File: src/rtl/fft_scale_pkg.sv
package fft_scale_pkg;
  typedef logic [1:0] shamt_t;
endpackage

File: src/rtl/fft_sched_reg.sv
module fft_sched_reg
  import fft_scale_pkg::*;
#(
  parameter int N_STAGES = 4,
  parameter int STG_W    = 2
) (
  input  logic                    clk_i,
  input  logic                    rst_ni,
  input  logic                    cfg_valid_i,
  input  logic [2*N_STAGES-1:0]   cfg_sched_i,
  input  logic                    start_i,
  input  logic [STG_W-1:0]        stage_i,
  output shamt_t                  shamt_o
);
  typedef logic [N_STAGES-1:0][1:0] sched_t;

  sched_t pending_q, active_q, sel;

  always_ff @(posedge clk_i or negedge rst_ni) begin
    if (!rst_ni) begin
      pending_q <= '0;
      active_q  <= '0;
    end else begin
      if (cfg_valid_i) pending_q <= cfg_sched_i;
      if (start_i)     active_q  <= pending_q;
    end
  end

  // first sample of a frame already runs on the pending word
  always_comb begin
    sel     = start_i ? pending_q : active_q;
    shamt_o = '0;
    for (int k = 0; k < N_STAGES; k++)
      if (int'(stage_i) == k) shamt_o = sel[k];
  end

  AST_PEND_HOLD: assert property (@(posedge clk_i) disable iff (!rst_ni)
    !cfg_valid_i |=> $stable(pending_q));
  AST_ACT_HOLD: assert property (@(posedge clk_i) disable iff (!rst_ni)
    !start_i |=> $stable(active_q));
endmodule

File: src/rtl/fft_lane_scaler.sv
module fft_lane_scaler
  import fft_scale_pkg::*;
#(
  parameter int ACC_W = 25,
  parameter int OUT_W = 16
) (
  input  logic signed [ACC_W-1:0] din_i,
  input  shamt_t                  sh_i,
  output logic [OUT_W-1:0]        dout_o,
  output logic                    ovf_o
);
  localparam int HI_W = ACC_W - OUT_W + 1;

  logic signed [ACC_W-1:0] shifted;
  logic [HI_W-1:0]         hi;

  always_comb begin
    shifted = din_i >>> sh_i;
    dout_o  = shifted[OUT_W-1:0];
    hi      = shifted[ACC_W-1:OUT_W-1];
    // bits above the output sign must all copy it
    ovf_o   = (|hi) && !(&hi);
  end
endmodule

File: src/rtl/fft_stage_scaler.sv
module fft_stage_scaler
  import fft_scale_pkg::*;
#(
  parameter int N_STAGES = 4,
  parameter int OUT_W    = 16,
  parameter int ACC_W    = OUT_W + 2 * N_STAGES + 1,
  parameter int STG_W    = (N_STAGES > 1) ? $clog2(N_STAGES) : 1
) (
  input  logic                  clk_i,
  input  logic                  rst_ni,
  input  logic                  cfg_valid_i,
  input  logic [2*N_STAGES-1:0] cfg_sched_i,
  input  logic                  s_valid_i,
  input  logic                  s_first_i,
  input  logic                  s_last_i,
  input  logic [STG_W-1:0]      s_stage_i,
  input  logic [ACC_W-1:0]      s_re_i,
  input  logic [ACC_W-1:0]      s_im_i,
  output logic                  m_valid_o,
  output logic                  m_last_o,
  output logic [OUT_W-1:0]      m_re_o,
  output logic [OUT_W-1:0]      m_im_o,
  output logic                  m_ovf_o,
  output logic                  frame_ovf_o
);
  localparam int NLANE = 2;
  localparam logic signed [ACC_W-1:0] OUT_MAX = (ACC_W'(1) <<< (OUT_W - 1)) - 1;
  localparam logic signed [ACC_W-1:0] OUT_MIN = -OUT_MAX - 1;

  shamt_t           shamt;
  logic [ACC_W-1:0] lane_in  [NLANE];
  logic [OUT_W-1:0] lane_out [NLANE];
  logic [NLANE-1:0] lane_ovf;
  logic             ovf_any, sticky_q, sticky_nxt;

  fft_sched_reg #(.N_STAGES(N_STAGES), .STG_W(STG_W)) u_sched (
    .clk_i       (clk_i),
    .rst_ni      (rst_ni),
    .cfg_valid_i (cfg_valid_i),
    .cfg_sched_i (cfg_sched_i),
    .start_i     (s_valid_i & s_first_i),
    .stage_i     (s_stage_i),
    .shamt_o     (shamt)
  );

  assign lane_in[0] = s_re_i;
  assign lane_in[1] = s_im_i;

  for (genvar g = 0; g < NLANE; g++) begin : g_lane
    fft_lane_scaler #(.ACC_W(ACC_W), .OUT_W(OUT_W)) u_lane (
      .din_i  ($signed(lane_in[g])),
      .sh_i   (shamt),
      .dout_o (lane_out[g]),
      .ovf_o  (lane_ovf[g])
    );
  end

  assign ovf_any    = |lane_ovf;
  assign sticky_nxt = (s_first_i ? 1'b0 : sticky_q) | ovf_any;

  always_ff @(posedge clk_i or negedge rst_ni) begin
    if (!rst_ni) begin
      m_valid_o   <= 1'b0;
      m_last_o    <= 1'b0;
      m_re_o      <= '0;
      m_im_o      <= '0;
      m_ovf_o     <= 1'b0;
      frame_ovf_o <= 1'b0;
      sticky_q    <= 1'b0;
    end else begin
      m_valid_o   <= s_valid_i;
      m_last_o    <= s_valid_i & s_last_i;
      m_ovf_o     <= s_valid_i & ovf_any;
      frame_ovf_o <= s_valid_i & s_last_i & sticky_nxt;
      if (s_valid_i) begin
        m_re_o   <= lane_out[0];
        m_im_o   <= lane_out[1];
        sticky_q <= sticky_nxt;
      end
    end
  end

  AST_LATENCY: assert property (@(posedge clk_i) disable iff (!rst_ni)
    s_valid_i |=> m_valid_o);
  AST_IDLE_QUIET: assert property (@(posedge clk_i) disable iff (!rst_ni)
    !m_valid_o |-> !m_ovf_o && !frame_ovf_o);
  AST_FRAME_ON_LAST: assert property (@(posedge clk_i) disable iff (!rst_ni)
    frame_ovf_o |-> m_last_o && m_valid_o);
  AST_LAST_FEEDS_FRAME: assert property (@(posedge clk_i) disable iff (!rst_ni)
    m_ovf_o && m_last_o |-> frame_ovf_o);
  AST_NO_OVERFLOW: assert property (@(posedge clk_i) disable iff (!rst_ni)
    s_valid_i && $signed(s_re_i) <= OUT_MAX && $signed(s_re_i) >= OUT_MIN &&
    $signed(s_im_i) <= OUT_MAX && $signed(s_im_i) >= OUT_MIN |=> !m_ovf_o);
endmodule

File: config.mk
export PLATFORM = sky130hd
export DESIGN_NAME = fft_stage_scaler
export DESIGN_NICKNAME = d
export VERILOG_FILES = /design/src/rtl/fft_scale_pkg.sv /design/src/rtl/fft_sched_reg.sv /design/src/rtl/fft_lane_scaler.sv /design/src/rtl/fft_stage_scaler.sv
export SDC_FILE = /design/constraint.sdc
export NUM_CORES = 1
export LEC_CHECK = 0
export ABC_AREA = 0
export BUFFER_PORTS_ARGS = -buffer_cell sky130_fd_sc_hd__buf_4
export CORE_MARGIN = 1
export CORE_UTILIZATION = 46
export CTS_CLUSTER_SIZE = 30
export DETAILED_ROUTE_END_ITERATION = 8
export PLACE_DENSITY_LB_ADDON = 0.2
export SLEW_MARGIN = 10
export SYNTH_ARGS = -nofsm -noshare
export SYNTH_HDL_FRONTEND = slang
export SYNTH_SLANG_ARGS = --single-unit
File: constraint.sdc
create_clock -name clk_i -period 2.5 [get_ports clk_i]
set_clock_uncertainty 0.2 [all_clocks]
set_input_delay 0.25 -clock clk_i [delete_from_list [all_inputs] [get_ports clk_i]]
set_output_delay 0.25 -clock clk_i [all_outputs]
set_load 0.005 [all_outputs]
Word-level counts from Yosys, hierarchy flattened --
Index checks and enable logic that the tools add are counted.
Word-level totals: flip-flop bits (word level) 53, word-level logic and storage cells 41
Cells by class: equality and inequality tests 3, shift-type cells 2, mux-type cells 6, bitwise operators 5, reduce and logical (&&, ||, !) cells 10
Operators with widths (number):
- $sshr A25 B2 Y25 | 2
- $reduce_and A10 Y1 | 2
- $reduce_or A10 Y1 | 2
- $mux W2 | 4
- $mux W8 | 1
- $and A1 B1 Y1 | 4
- $eq A2 B2 Y1 const B | 2
- $eq A2 B1 Y1 const B | 1
- $logic_and A1 B1 Y1 | 2
- $logic_not A1 Y1 | 2
- $logic_not A2 Y1 | 1
- $reduce_or A2 Y1 | 1
- $mux W1 | 1
- $or A1 B1 Y1 | 1

Depth between registers and ports, before layout --
Gate-level depths: netlist of run 1.
depth after elaboration 13, depth in mapped cells 10, mapped depth without buffers 7

Hierarchy --
From an unflattened synthesis of run 1, not the netlist that was laid out.
Unflattened totals: cells, all modules 204, area, all modules 3534.6 um^2
By module, submodules not included:
- fft_stage_scaler | times used 1, cells each 80, area an instance 1507.7 um^2, sequential area each 925.9 um^2
- fft_lane_scaler | times used 2, cells each 42, area an instance 655.6 um^2, sequential area each 0.0 um^2
- fft_sched_reg | times used 1, cells each 40, area an instance 715.7 um^2, sequential area each 400.4 um^2

Worst setup path before layout of run 1 --
OpenSTA, ideal clock, no wires.
kind input port to flip-flop, start point input s_valid_i, end point register sticky_q, setup time 0.121 ns, data arrival time 2.224 ns, data required time 2.179 ns, path slack -0.045 ns, stages 8, cell sequence buf_4 -> nand2_2 -> mux4_2 -> mux2i_4 -> mux2i_1 -> or4_1 -> a32o_1 -> a22o_1
On the way: longest elaborated chain between the ends 12, elaborated cells between the ends (all ways) 18, those cells by class 2 x shift; 5 x mux; 2 x bitwise; 9 x reduce/logical
Ends and longest elaborated chain:
- start: declaration | RTL line fft_stage_scaler.sv:13 | input logic s_valid_i,
- $and A1 B1 Y1 | RTL line fft_stage_scaler.sv:41 | .start_i (s_valid_i & s_first_i),
- $mux W8 | RTL line fft_sched_reg.sv:31 | sel = start_i ? pending_q : active_q;
- $mux W2 (4 in a row) | RTL line fft_sched_reg.sv:34 | if (int'(stage_i) == k) shamt_o = sel[k];
- $sshr A25 B2 Y25 | RTL line fft_lane_scaler.sv:18 | shifted = din_i >>> sh_i;
- $reduce_and A10 Y1 | RTL line fft_lane_scaler.sv:22 | ovf_o = (|hi) && !(&hi);
- $logic_not A1 Y1 | RTL line fft_lane_scaler.sv:22
- $logic_and A1 B1 Y1 | RTL line fft_lane_scaler.sv:22
- $reduce_or A2 Y1 | RTL line fft_stage_scaler.sv:58 | assign ovf_any = |lane_ovf;
- $or A1 B1 Y1 | RTL line fft_stage_scaler.sv:59 | assign sticky_nxt = (s_first_i ? 1'b0 : sticky_q) | ovf_any;
- end signal: assignment | RTL line fft_stage_scaler.sv:78 | sticky_q <= sticky_nxt;
- end: declaration | RTL line fft_stage_scaler.sv:34 | logic ovf_any, sticky_q, sticky_nxt;
Parallel ways exist; a longest one is shown, timed or not. A chain may end at the register's enable or synchronous reset.

Final worst setup path of run 1 --
start point register u_sched.pending_q[0] in the netlist's numbering, end point register sticky_q
On the way: longest elaborated chain between the ends 11, elaborated cells between the ends (all ways) 17, those cells by class 2 x shift; 5 x mux; 1 x bitwise; 9 x reduce/logical
Ends and longest elaborated chain:
- start: declaration | RTL line fft_sched_reg.sv:17 | sched_t pending_q, active_q, sel;
- start signal: assignment | RTL line fft_sched_reg.sv:24 | if (cfg_valid_i) pending_q <= cfg_sched_i;
- $mux W8 (*) | RTL line fft_sched_reg.sv:31
- $mux W2 (*) (4 in a row) | RTL line fft_sched_reg.sv:34
- $sshr A25 B2 Y25 | RTL line fft_lane_scaler.sv:18
- $reduce_and A10 Y1 | RTL line fft_lane_scaler.sv:22
- $logic_not A1 Y1 | RTL line fft_lane_scaler.sv:22
- $logic_and A1 B1 Y1 | RTL line fft_lane_scaler.sv:22
- $reduce_or A2 Y1 (*) | RTL line fft_stage_scaler.sv:58
- $or A1 B1 Y1 (*) | RTL line fft_stage_scaler.sv:59
Every way passes the cells marked *; elsewhere a longest branch is shown, timed or not.

==> key figures, run 1 <==
Clock tree
  • Root Driver: clkbuf_8
  • Clock Pin Slew Worst Setup and Hold Paths: 100 ps
  • Sink Count: 53
  • Worst-Skew Late Latency: 310 ps
  • Num CTS Buffers: 5
  • H-tree lvl count: 2
  • Clk buf depth: 2
  • CTS tree: yes

STA
  • Slew Limit Fails: 0
  • Slew Limit Headroom: 0.556
  • Worst-Margin Slew: 666 ps
  • Fmax: 414 MHz
  • RSZ-0062 raised after global routing: no
  • Final hold violations: 0
  • Setup_tns: 0 ps
  • Final Cycle Share: 0.965
  • Setup violators final: 0
  • Minimum clock period: 2410 ps
  • Final WS setup: 87.0 ps

Drt
  • DR iter-0 viols: 130
  • Final WL: 6.41 mm
  • Detailed-route vias per instance: 5.36
  • Drt drc: 0
  • ANT nets after route: 0
  • Vias after detailed routing: 2250
  • Pre-antenna DRT Iters: 4
  • Wire per inst: 15.3 um

Floorplanning
  • Row cnt: 28
  • Die Span Y: 82.5 um
  • Die area: 6800 sq um
  • Die X: 82.5 um
  • IO Pins: 102
  • Core footprint: 6100 sq um
  • Initial Util: 0.489

Final layout
  • Util after Layout: 0.676
  • Area added between synthesis and finish: 38.4%
  • Non-Filler Instances: 420
  • Layout cells sized above 1: 0.510
  • FILL cells: 467
  • # diodes: 0
  • Final net count: 410

Critical path
  • Worst path bufs/invs: 0
  • WS Path Type: reg2reg
  • WP data required: 2500 ps
  • CP delay by family, top: multiplexers
  • R2R setup slack: 90 ps
  • Largest stage delay, worst path: 500 ps
  • Maximum fanout along the worst path: 3
  • Critical-path cell list: mux4_2 > mux2i_4 > mux2i_1 > or4_1 > a32o_2 > a22o_1
  • Critical-path cell with the highest stage delay: mux4_2
  • Crit end category: flip-flop
  • Critical path data arrival time: 2420 ps
  • Startpoint types: flip-flop

Synthesis
  • Dominant cell type by area after synthesis: dfrtp_1
  • List of most frequent post-synthesis cells: mux2i_1 (65), dfrtp_1 (53), mux2_2 (48), buf_2 (9), nand2_1 (6)
  • Syn Nets: 296
  • Unique cell type count in the Yosys netlist: 33
  • Post-synth EDFFs: 0
  • Cell area after synthesis: 2980 sq um
  • Synthesized flop and latch total: 53
  • Synth top area share: 0.445
  • Sequential area share after synthesis: 0.445
  • Mean Syn Cell Area: 12.9 sq um
  • Synth Flop Type: dfrtp_1
  • Mapped Cells: 230
  • Post-synth ARST share: 1.00
  • Yosys warning count: 0
  • Area contributors post-synth: dfrtp_1 (45%), mux2i_1 (22%), mux2_2 (18%), mux4_2 (3.0%), buf_2 (1.5%)
  • Most common cell in the netlist: mux2i_1

GRT
  • Largest net degree at the start of global routing: 54
  • GRT Util Overall: 0.199
  • First-pass GRT wire length: 10.0 mm
  • Vias in the first global route: 2227
  • Aggregate global routing overflow: 0
  • Initial antenna violation count: 0

Job
  • Max capacitance violation total: 0

Hold path
  • Hold WC Path Type: in2reg

Power
  • Logic pwr share: 0.389
  • Leak Pwr: 0.00197 uW
  • Worst IR drop on VDD: 436 uV
  • Pwr dens: 745 nW/um^2
  • Clk pwr share: 0.223
  • Total power: 3070 uW
  • Switching part of the total: 0.282
  • Cell internal pwr: 2210 uW
  • Sw Pwr: 865 uW
  • Register share of total power: 0.388

Status
  • Status: completed

Placement
  • Gpl congestion: 0.741
  • Post-Place Worst Slack: -39.5 ps
  • Placed insts: 401
  • Port bufs: 101
  • Post-DP HPWL: 4.92 mm
## routing by layer
| metal | share of wire | wire, um | vias up | track usage |
|---|---|---|---|---|
| li1 | - | - | 1083 | - |
| met1 | 0.41 | 2630 | 1094 | 0.235 |
| met2 | 0.51 | 3260 | 65 | 0.363 |
| met3 | 0.071 | 453 | 8 | 0.0374 |
| met4 | 0.0097 | 62 | 0 | 0.0596 |
| met5 | 0 | 0 | - | 0 |
## metrics by stage
step	hold WS [ps]	instance area, sq um
2_1_floorplan	-246	2990
3_3_place_gp	131	3870
3_5_place_dp	137	3870
4_1_cts	61.1	4110
5_1_grt	69.8	4120
6_report	62.4	4120
## power groups by stage
stage,logic (uW),clock network (uW),registers (uW)
floorplan,644,0,1210
global placement,1160,0,1200
detailed placement,1190,0,1210
CTS,1200,698,1200
global route,1300,725,1220
finish,1200,684,1190
## placed cells by master, fill, tap and decap left out
master         netlist  layout
or3_1                1       1
a21oi_1              3       3
o21ba_2              1       1
bufinv_16            0       2
a32o_2               0       1
o21a_1               1       1
nand3_1              1       1
a22o_1               1       1
o211a_1              1       1
a211oi_1             2       2
buf_12               0       2
clkinv_2             0       1
o211ai_1             1       1
nand2b_1             1       1
buf_4                1     107
mux4_2               4       4
nor2b_1              3       3
clkbuf_8             0       5
a211o_1              2       2
nor2_1               4       4
mux2i_4              1       2
or4_1                1       1
and2_1               2       2
dfrtp_1             53      53
nand2_1              6       6
xnor2_1              1       1
a21boi_0             2       2
mux2_2              48      48
nor4_1               2       2
dlygate4sd3_1        0      10
nor3_1               3       3
and4_1               2       2
buf_6                0       2
mux2i_1             65      64
inv_1                1       1
nand2_4              0       1
nand4_1              1       1
## flip-flops by register name, indices dropped and copies added (netlist names)
| name | flops |
|---|---|
| m_last_o | 1 |
| frame_ovf_o | 1 |
| m_ovf_o | 1 |
| u_sched.pending_q | 8 |
| m_im_o | 16 |
| sticky_q | 1 |
| m_re_o | 16 |
| m_valid_o | 1 |
| u_sched.active_q | 8 |
## final timing paths
path	to	start	depth (start not counted)
min in group asynchronous	m_re_o[11]$_DFFE_PN0P_	rst_ni	2
max in group asynchronous	m_im_o[13]$_DFFE_PN0P_	rst_ni	2
max reg2reg	sticky_q$_DFFE_PN0P_	u_sched.pending_q[0]$_DFFE_PN0P_	6
min	u_sched.pending_q[4]$_DFFE_PN0P_	cfg_valid_i	2
min reg2reg	u_sched.active_q[0]$_DFF_PN0_	u_sched.active_q[0]$_DFF_PN0_	1
max	sticky_q$_DFFE_PN0P_	u_sched.pending_q[0]$_DFFE_PN0P_	6
## cells by family (layout without fill, tap and decap cells)
group                     Yosys count  count (layout)  share of synthesized area
buffers and inverters              15             130                     0.0239
DFF                                53              53                      0.445
muxes                             118             118                      0.438
AOI/OAI and AO/OA                  15              15                     0.0391
xor gates and xnor gates            1               1                    0.00294
and+or+nand+nor                    28              28                     0.0508
## layout make-up
type	instances	area [sq um]	area share
multi-input combinational	162	1600	0.388
sequential	53	1330	0.322
timing repair buffer	121	966	0.234
tap	75	93.8	0.0228
clock buffer	5	68.8	0.0167
clock inverter	3	65.1	0.0158
inverter	1	3.75	0.000910
## timing repair
action | CTS | global route
resized for setup | 0 | 2
setup buffers | 0 | 1
hold buffers | 10 | 0
endpoints found under the setup margin | 0 | 3
endpoints found under the hold margin | 62 | 0
(Power assumes the default switching activity.)
==> inputs of run 2 (changes only) <==
--- a/config.mk
+++ b/config.mk
@@ -6,11 +6,11 @@
 export NUM_CORES = 1
 export LEC_CHECK = 0
 export ABC_AREA = 0
-export BUFFER_PORTS_ARGS = -buffer_cell sky130_fd_sc_hd__buf_4
 export CORE_MARGIN = 1
-export CORE_UTILIZATION = 46
+export CORE_UTILIZATION = 55
 export CTS_CLUSTER_SIZE = 30
 export DETAILED_ROUTE_END_ITERATION = 8
+export DONT_BUFFER_PORTS = 1
 export PLACE_DENSITY_LB_ADDON = 0.2
 export SLEW_MARGIN = 10
 export SYNTH_ARGS = -nofsm -noshare
==> run 2 against run 1 <==
Compared with the run above: the run now ends with negative setup slack left; die area fell by 16%; sequential share of layout area rose by 6.3 points; utilization fell by 1.0 points; global-route usage rose by 2.4 points; largest power group is now registers; sequential cell count did not move; final cell count fell by 23%.
==> key figures, run 2 (synthesized netlist as in run 1, its figures left out) <==
STA
  • Minimum clock period: 2510 ps (+93.1 ps)
  • Final WS setup: -6.05 ps (-93.1 ps)
  • Worst-Margin Slew: 378 ps (-288 ps)
  • Final Cycle Share: 1.00 (+0.0372)
  • Slew Limit Headroom: 0.746 (+0.190)
  • Slew Limit Fails: 0 (unchanged)
  • Fmax: 399 MHz (-3.7%)
  • Final hold violations: 0 (unchanged)
  • Setup_tns: -10.9 ps (-10.9 ps)
  • Setup violators final: 3 (+3)

Floorplanning
  • Initial Util: 0.576 (+0.0872)
  • Core footprint: 5170 sq um (-15%)
  • Die area: 5710 sq um (-16%)
  • Die Span Y: 75.6 um (-8.3%)
  • Die X: 75.6 um (-8.3%)
  • IO Pins: 102 (unchanged)
  • Row cnt: 26 (-7.1%)

Clock tree
  • H-tree lvl count: 2 (unchanged)
  • Clk buf depth: 2 (unchanged)
  • CTS tree: yes
  • Root Driver: clkbuf_8
  • Num CTS Buffers: 5 (unchanged)
  • Sink Count: 53 (unchanged)
  • Worst-Skew Late Latency: 310 ps (about the same)
  • Clock Pin Slew Worst Setup and Hold Paths: 100 ps (about the same)

Final layout
  • Top flop regs: m_im_o x16, m_re_o x16
  • Most common cell after layout, fill and taps aside: mux2i_1
  • Area added between synthesis and finish: 15.7%
  • Most frequent cells in the layout: mux2i_1 (64), dfrtp_1 (53), mux2_2 (48)
  • FILL cells: 390 (-16%)
  • Final net count: 318 (-22%)
  • Layout cells sized above 1: 0.289 (-0.222)
  • Util after Layout: 0.666 (-0.0104)

Critical path
  • Startpoint types: flip-flop
  • Maximum fanout along the worst path: 3 (unchanged)
  • WS Path Type: reg2reg
  • Largest stage delay, worst path: 530 ps (+30 ps)
  • Crit end category: flip-flop
  • Critical-path cell with the highest stage delay: mux4_2
  • Worst setup startpoint: u_sched.active_q[2]$_DFF_PN0_
  • Critical-path cell list: mux4_2 > mux2i_4 > mux2i_1 > or4_1 > a32o_2 > a22o_1
  • WP data required: 2510 ps (about the same)
  • Critical path data arrival time: 2520 ps (+100 ps)
  • CP delay by family, top: multiplexers
  • Worst R2R Start: u_sched.active_q[2]$_DFF_PN0_
  • Worst path bufs/invs: 0 (unchanged)

Drt
  • Pre-antenna DRT Iters: 5 (+1)
  • Detailed-route vias per instance: 6.19 (+16%)
  • Final WL: 6.42 mm (about the same)
  • ANT nets after route: 0 (unchanged)
  • Vias after detailed routing: 2005 (-11%)
  • Wire per inst: 19.8 um (+30%)
  • Drt drc: 0 (unchanged)
  • DR iter-0 viols: 41 (-68%)

Placement
  • Post-DP HPWL: 4.60 mm (-6.5%)
  • Gpl congestion: 0.744 (+0.32%)
  • Port bufs: 0 (-100%)
  • Post-Place Worst Slack: -60.6 ps (-21.1 ps)

Status
  • Failing checks: negative setup slack
  • Status: complete, but fails checks

GRT
  • Largest net degree at the start of global routing: 54 (unchanged)
  • GRT Util Overall: 0.223 (+0.0239)
  • First-pass GRT wire length: 9.34 mm (-6.7%)
  • Initial antenna violation count: 1 (+1)
  • Aggregate global routing overflow: 0 (unchanged)
  • Vias in the first global route: 1995 (-10%)

Power
  • Worst IR drop on VDD: 482 uV (+11%)
  • Leak Pwr: 0.00151 uW (-24%)
  • Pwr dens: 744 nW/um^2 (about the same)

Hold path
  • Hold_sp: s_re_i[16]
  • Hold WC Path Type: in2reg

Job
  • Max capacitance violation total: 0 (unchanged)
[run 2: cell types whose count changed in the layout (fill, tap and decap cells not counted), sizes merged]
cell         before  now
clkinv            1    0
dlygate4sd3      10   20
clkinvlp          0    2
clkbuf            5    6
diode             0    1
buf             111    9
bufinv            2    0
[run 2: final cells by class]
| type | count | area, sq um | share of cell area |
|---|---|---|---|
| multi-input cells | 162 | 1600 | 0.464 |
| flip-flops and latches | 53 | 1330 | 0.385 |
| repair buffers | 29 | 338 | 0.0981 |
| well taps | 70 | 87.6 | 0.0254 |
| clock buffers | 6 | 72.6 | 0.0211 |
| clock inverters | 2 | 15.0 | 0.00436 |
| inverters | 1 | 3.75 | 0.00109 |
| diodes | 1 | 2.50 | 0.000726 |
[run 2: path summary, 6_finish.rpt]
check / to / slack (ps) / cells past startpoint
worst min-delay path: m_re_o[15]$_DFFE_PN0P_ / 50 / 3
max in group asynchronous: m_ovf_o$_DFF_PN0_ / 1600 / 2
min in group asynchronous: m_re_o[8]$_DFFE_PN0P_ / 260 / 2
worst max register to register: sticky_q$_DFFE_PN0P_ / -6 / 6
worst min register to register: sticky_q$_DFFE_PN0P_ / 300 / 1
worst max-delay path: sticky_q$_DFFE_PN0P_ / -6 / 6
[run 2: power breakdown]
part	switching, uW	leakage, uW	internal, uW
sequential	164	0.000620	1080
clock	286	0.0000374	198
combinational	354	0.000850	486
[run 2: tightest hold or removal path: cells and delay by family]
kind	cells	cell delay, ps
AO/OA/AOI/OAI	2	140
multiplexers	1	140
[run 2: through the flow]
stage	std cells	cell area [sq um]	hold WS (ps)	total power, uW
floorplan	230	2990	-246	1850
global placement	291	3080	-244	1970
detailed placement	291	3080	-244	2020
CTS	321	3420	49.5	2570
global route	324	3440	76.5	2710
finish	324	3440	48.9	2560
[run 2: repair_timing]
action                     4_1_cts  5_1_grt
resized for setup                1        2
pin swaps                        0        2
hold endpoints to repair        98        0
hold buffers                    22        0
setup endpoints to repair        7       11
setup buffers                    0        2
[run 2: metal layers]
metal / track usage / share of wire / wire, um
met1: 0.248 / 0.37 / 2360
met2: 0.405 / 0.53 / 3400
met3: 0.0714 / 0.090 / 578
met4: 0.0679 / 0.011 / 71
met5: 0 / 0 / 0
==> inputs of run 3 (changes only) <==
==> constraint.sdc (replaced) <==
create_clock -name clk_i -period 2.6 [get_ports clk_i]
set_clock_uncertainty 0.2 [all_clocks]
set_input_delay 0.26 -clock clk_i [delete_from_list [all_inputs] [get_ports clk_i]]
set_output_delay 0.26 -clock clk_i [all_outputs]
set_load 0.005 [all_outputs]
==> run 3 against run 2 <==
Compared with the run above: the flow now finishes without violations; utilization is 0.70 points higher; worst hold slack better by 42 ps; non-clock buffer count increased by 1; via count fell by 1.7%; combinational power decreased by 2.6%; first-iteration DRC count unchanged; global-route usage decreased by 0.10 points; critical path depth unchanged; largest power group unchanged; clock power is 19% higher; die area unchanged; total power rose by 0.91%; critical path type unchanged.
==> key figures, run 3 (synthesized netlist as in run 1, its figures left out) <==
GRT
  • GRT Util Overall: 0.222 (-0.00104)
  • Initial antenna violation count: 0 (-1)
  • First-pass GRT wire length: 9.27 mm (-0.74%)
  • Aggregate global routing overflow: 0 (unchanged)
  • Vias in the first global route: 2009 (+0.70%)
  • Largest net degree at the start of global routing: 54 (unchanged)

STA
  • Fmax: 391 MHz (-2.1%)
  • Worst-Margin Slew: 345 ps (-32.9 ps)
  • Final hold violations: 0 (unchanged)
  • Slew Limit Fails: 0 (unchanged)
  • Final Cycle Share: 0.985 (-0.0178)
  • Final WS setup: 40.0 ps (+46.0 ps)
  • Slew Limit Headroom: 0.768 (+0.0221)
  • Setup violators final: 0 (-3)
  • Minimum clock period: 2560 ps (+54.0 ps)

Placement
  • Post-DP HPWL: 4.42 mm (-3.8%)
  • Post-Place Worst Slack: 89.3 ps (+150 ps)
  • Gpl congestion: 0.770 (+3.6%)
  • Port bufs: 0 (unchanged)

Floorplanning
  • Row cnt: 26 (unchanged)
  • Die area: 5710 sq um (unchanged)
  • IO Pins: 102 (unchanged)
  • Die Span Y: 75.6 um (unchanged)
  • Initial Util: 0.576 (unchanged)
  • Core footprint: 5170 sq um (unchanged)
  • Die X: 75.6 um (unchanged)

Final layout
  • FILL cells: 364 (-6.7%)
  • Area of the multi-input gates: 1590 sq um (-0.39%)
  • Most frequent cells in the layout: mux2i_1 (64), dfrtp_1 (53), mux2_2 (48)
  • Storage element area: 1330 sq um (unchanged)
  • Layout cells sized above 1: 0.291 (+0.00280)
  • Top flop regs: m_im_o x16, m_re_o x16
  • Most common cell after layout, fill and taps aside: mux2i_1
  • Area added between synthesis and finish: 16.9%
  • Final net count: 319 (+0.31%)
  • # diodes: 0 (-1)

Clock tree
  • H-tree lvl count: 2 (unchanged)
  • CTS tree: yes
  • Num CTS Buffers: 5 (unchanged)
  • Clock Pin Slew Worst Setup and Hold Paths: 90 ps (about the same)
  • Worst-Skew Late Latency: 300 ps (about the same)
  • Clk buf depth: 2 (unchanged)
  • Sink Count: 53 (unchanged)
  • Root Driver: clkbuf_8

Power
  • Worst IR drop on VDD: 386 uV (-20%)
  • Register share of total power: 0.462 (-0.022)
  • Clk pwr share: 0.222 (+0.033)
  • Leak Pwr: 0.00153 uW (+1.6%)
  • Total power: 2590 uW (+0.91%)
  • Cell internal pwr: 1820 uW (+3.4%)
  • Pwr dens: 743 nW/um^2 (-0.14%)
  • Logic pwr share: 0.316 (-0.012)
  • Switching part of the total: 0.296 (-0.0172)
  • Sw Pwr: 766 uW (-4.6%)

Critical path
  • Maximum fanout along the worst path: 3 (unchanged)
  • Worst R2R Start: u_sched.active_q[4]$_DFF_PN0_
  • Critical path data arrival time: 2550 ps (+30 ps)
  • WP data required: 2590 ps (+80 ps)
  • WS Path Type: reg2reg
  • Crit end category: flip-flop
  • Worst r2r dst: sticky_q$_DFFE_PN0P_
  • Cells on worst reg2reg path: 6 (unchanged)
  • R2R setup slack: 40 ps (+50 ps)
  • Startpoint types: flip-flop

Drt
  • Detailed-route vias per instance: 6.08 (-1.7%)
  • Wire per inst: 19.8 um (-0.11%)
  • Final WL: 6.41 mm (-0.11%)
  • Drt drc: 0 (unchanged)
  • ANT nets after route: 0 (unchanged)
  • DR iter-0 viols: 41 (unchanged)
  • Vias after detailed routing: 1970 (-1.7%)
  • Pre-antenna DRT Iters: 4 (-1)

Hold path
  • Hold path endpoint: m_im_o[15]$_DFFE_PN0P_
  • Hold WC Path Type: in2reg
  • WHS Path Cells: 3 (unchanged)
  • Hold_sp: s_im_i[16]

Job
  • Max capacitance violation total: 0 (unchanged)

Status
  • Status: completed
## run 3: timing repair
item | 4_1_cts | 5_1_grt
hold buffers | 22 | 0
endpoints found under the setup margin | 0 | 3
resized for setup | 0 | 0
setup buffers | 0 | 3
hold endpoints to repair | 98 | 0
## run 3: per-layer routing
metal  GRT usage  part of all wire
met5           0                 0
met4      0.0494            0.0062
met3      0.0688             0.078
met2       0.416              0.53
met1       0.245              0.38
## run 3: through the flow
step	setup TNS, ps	instance area (sq um)	utilization	std cells	hold WS (ps)
floorplan	0	2980	-	230	-236
global placement	0	3070	0.593	290	-234
detailed placement	0	3070	0.593	290	-235
CTS	0	3430	0.664	320	87.1
global route	-8.13	3480	0.673	324	94.1
finish	0	3480	0.673	324	91.0
## run 3: cell type report
class                   instances  area share
multi-input cells             162       0.458
flip-flops and latches         53       0.381
repair buffers                 30       0.101
well taps                      70      0.0252
clock buffers                   6      0.0237
clock inverters                 2      0.0108
inverters                       1     0.00108
## run 3: worst max path at each step
stage | from | endpoint | slack, ps | cells after the start
6_report | u_sched.active_q[4]$_DFF_PN0_ | sticky_q$_DFFE_PN0P_ | 40 | 6
5_1_grt | u_sched.pending_q[0]$_DFFE_PN0P_ | sticky_q$_DFFE_PN0P_ | -8 | 6
4_1_cts | u_sched.pending_q[6]$_DFFE_PN0P_ | sticky_q$_DFFE_PN0P_ | 90 | 6
3_5_place_dp | u_sched.pending_q[6]$_DFFE_PN0P_ | sticky_q$_DFFE_PN0P_ | 90 | 6
3_3_place_gp | s_first_i | sticky_q$_DFFE_PN0P_ | 140 | 8
2_1_floorplan | s_valid_i | sticky_q$_DFFE_PN0P_ | 40 | 8
## run 3: power groups by stage
stage / combinational, uW / clock [uW] / sequential [uW]
2_1_floorplan: 619 / 0 / 1160
3_3_place_gp: 689 / 0 / 1200
3_5_place_dp: 720 / 0 / 1220
4_1_cts: 787 / 588 / 1200
5_1_grt: 888 / 624 / 1220
6_report: 818 / 574 / 1200
## run 3: worst max-delay path, cell delays in order, from the launching register on
cell,delay [ps]
dfrtp_1,420
mux4_2,500
mux2i_4,240
mux2i_1,120
or4_1,490
a32o_1,310
a22o_1,180
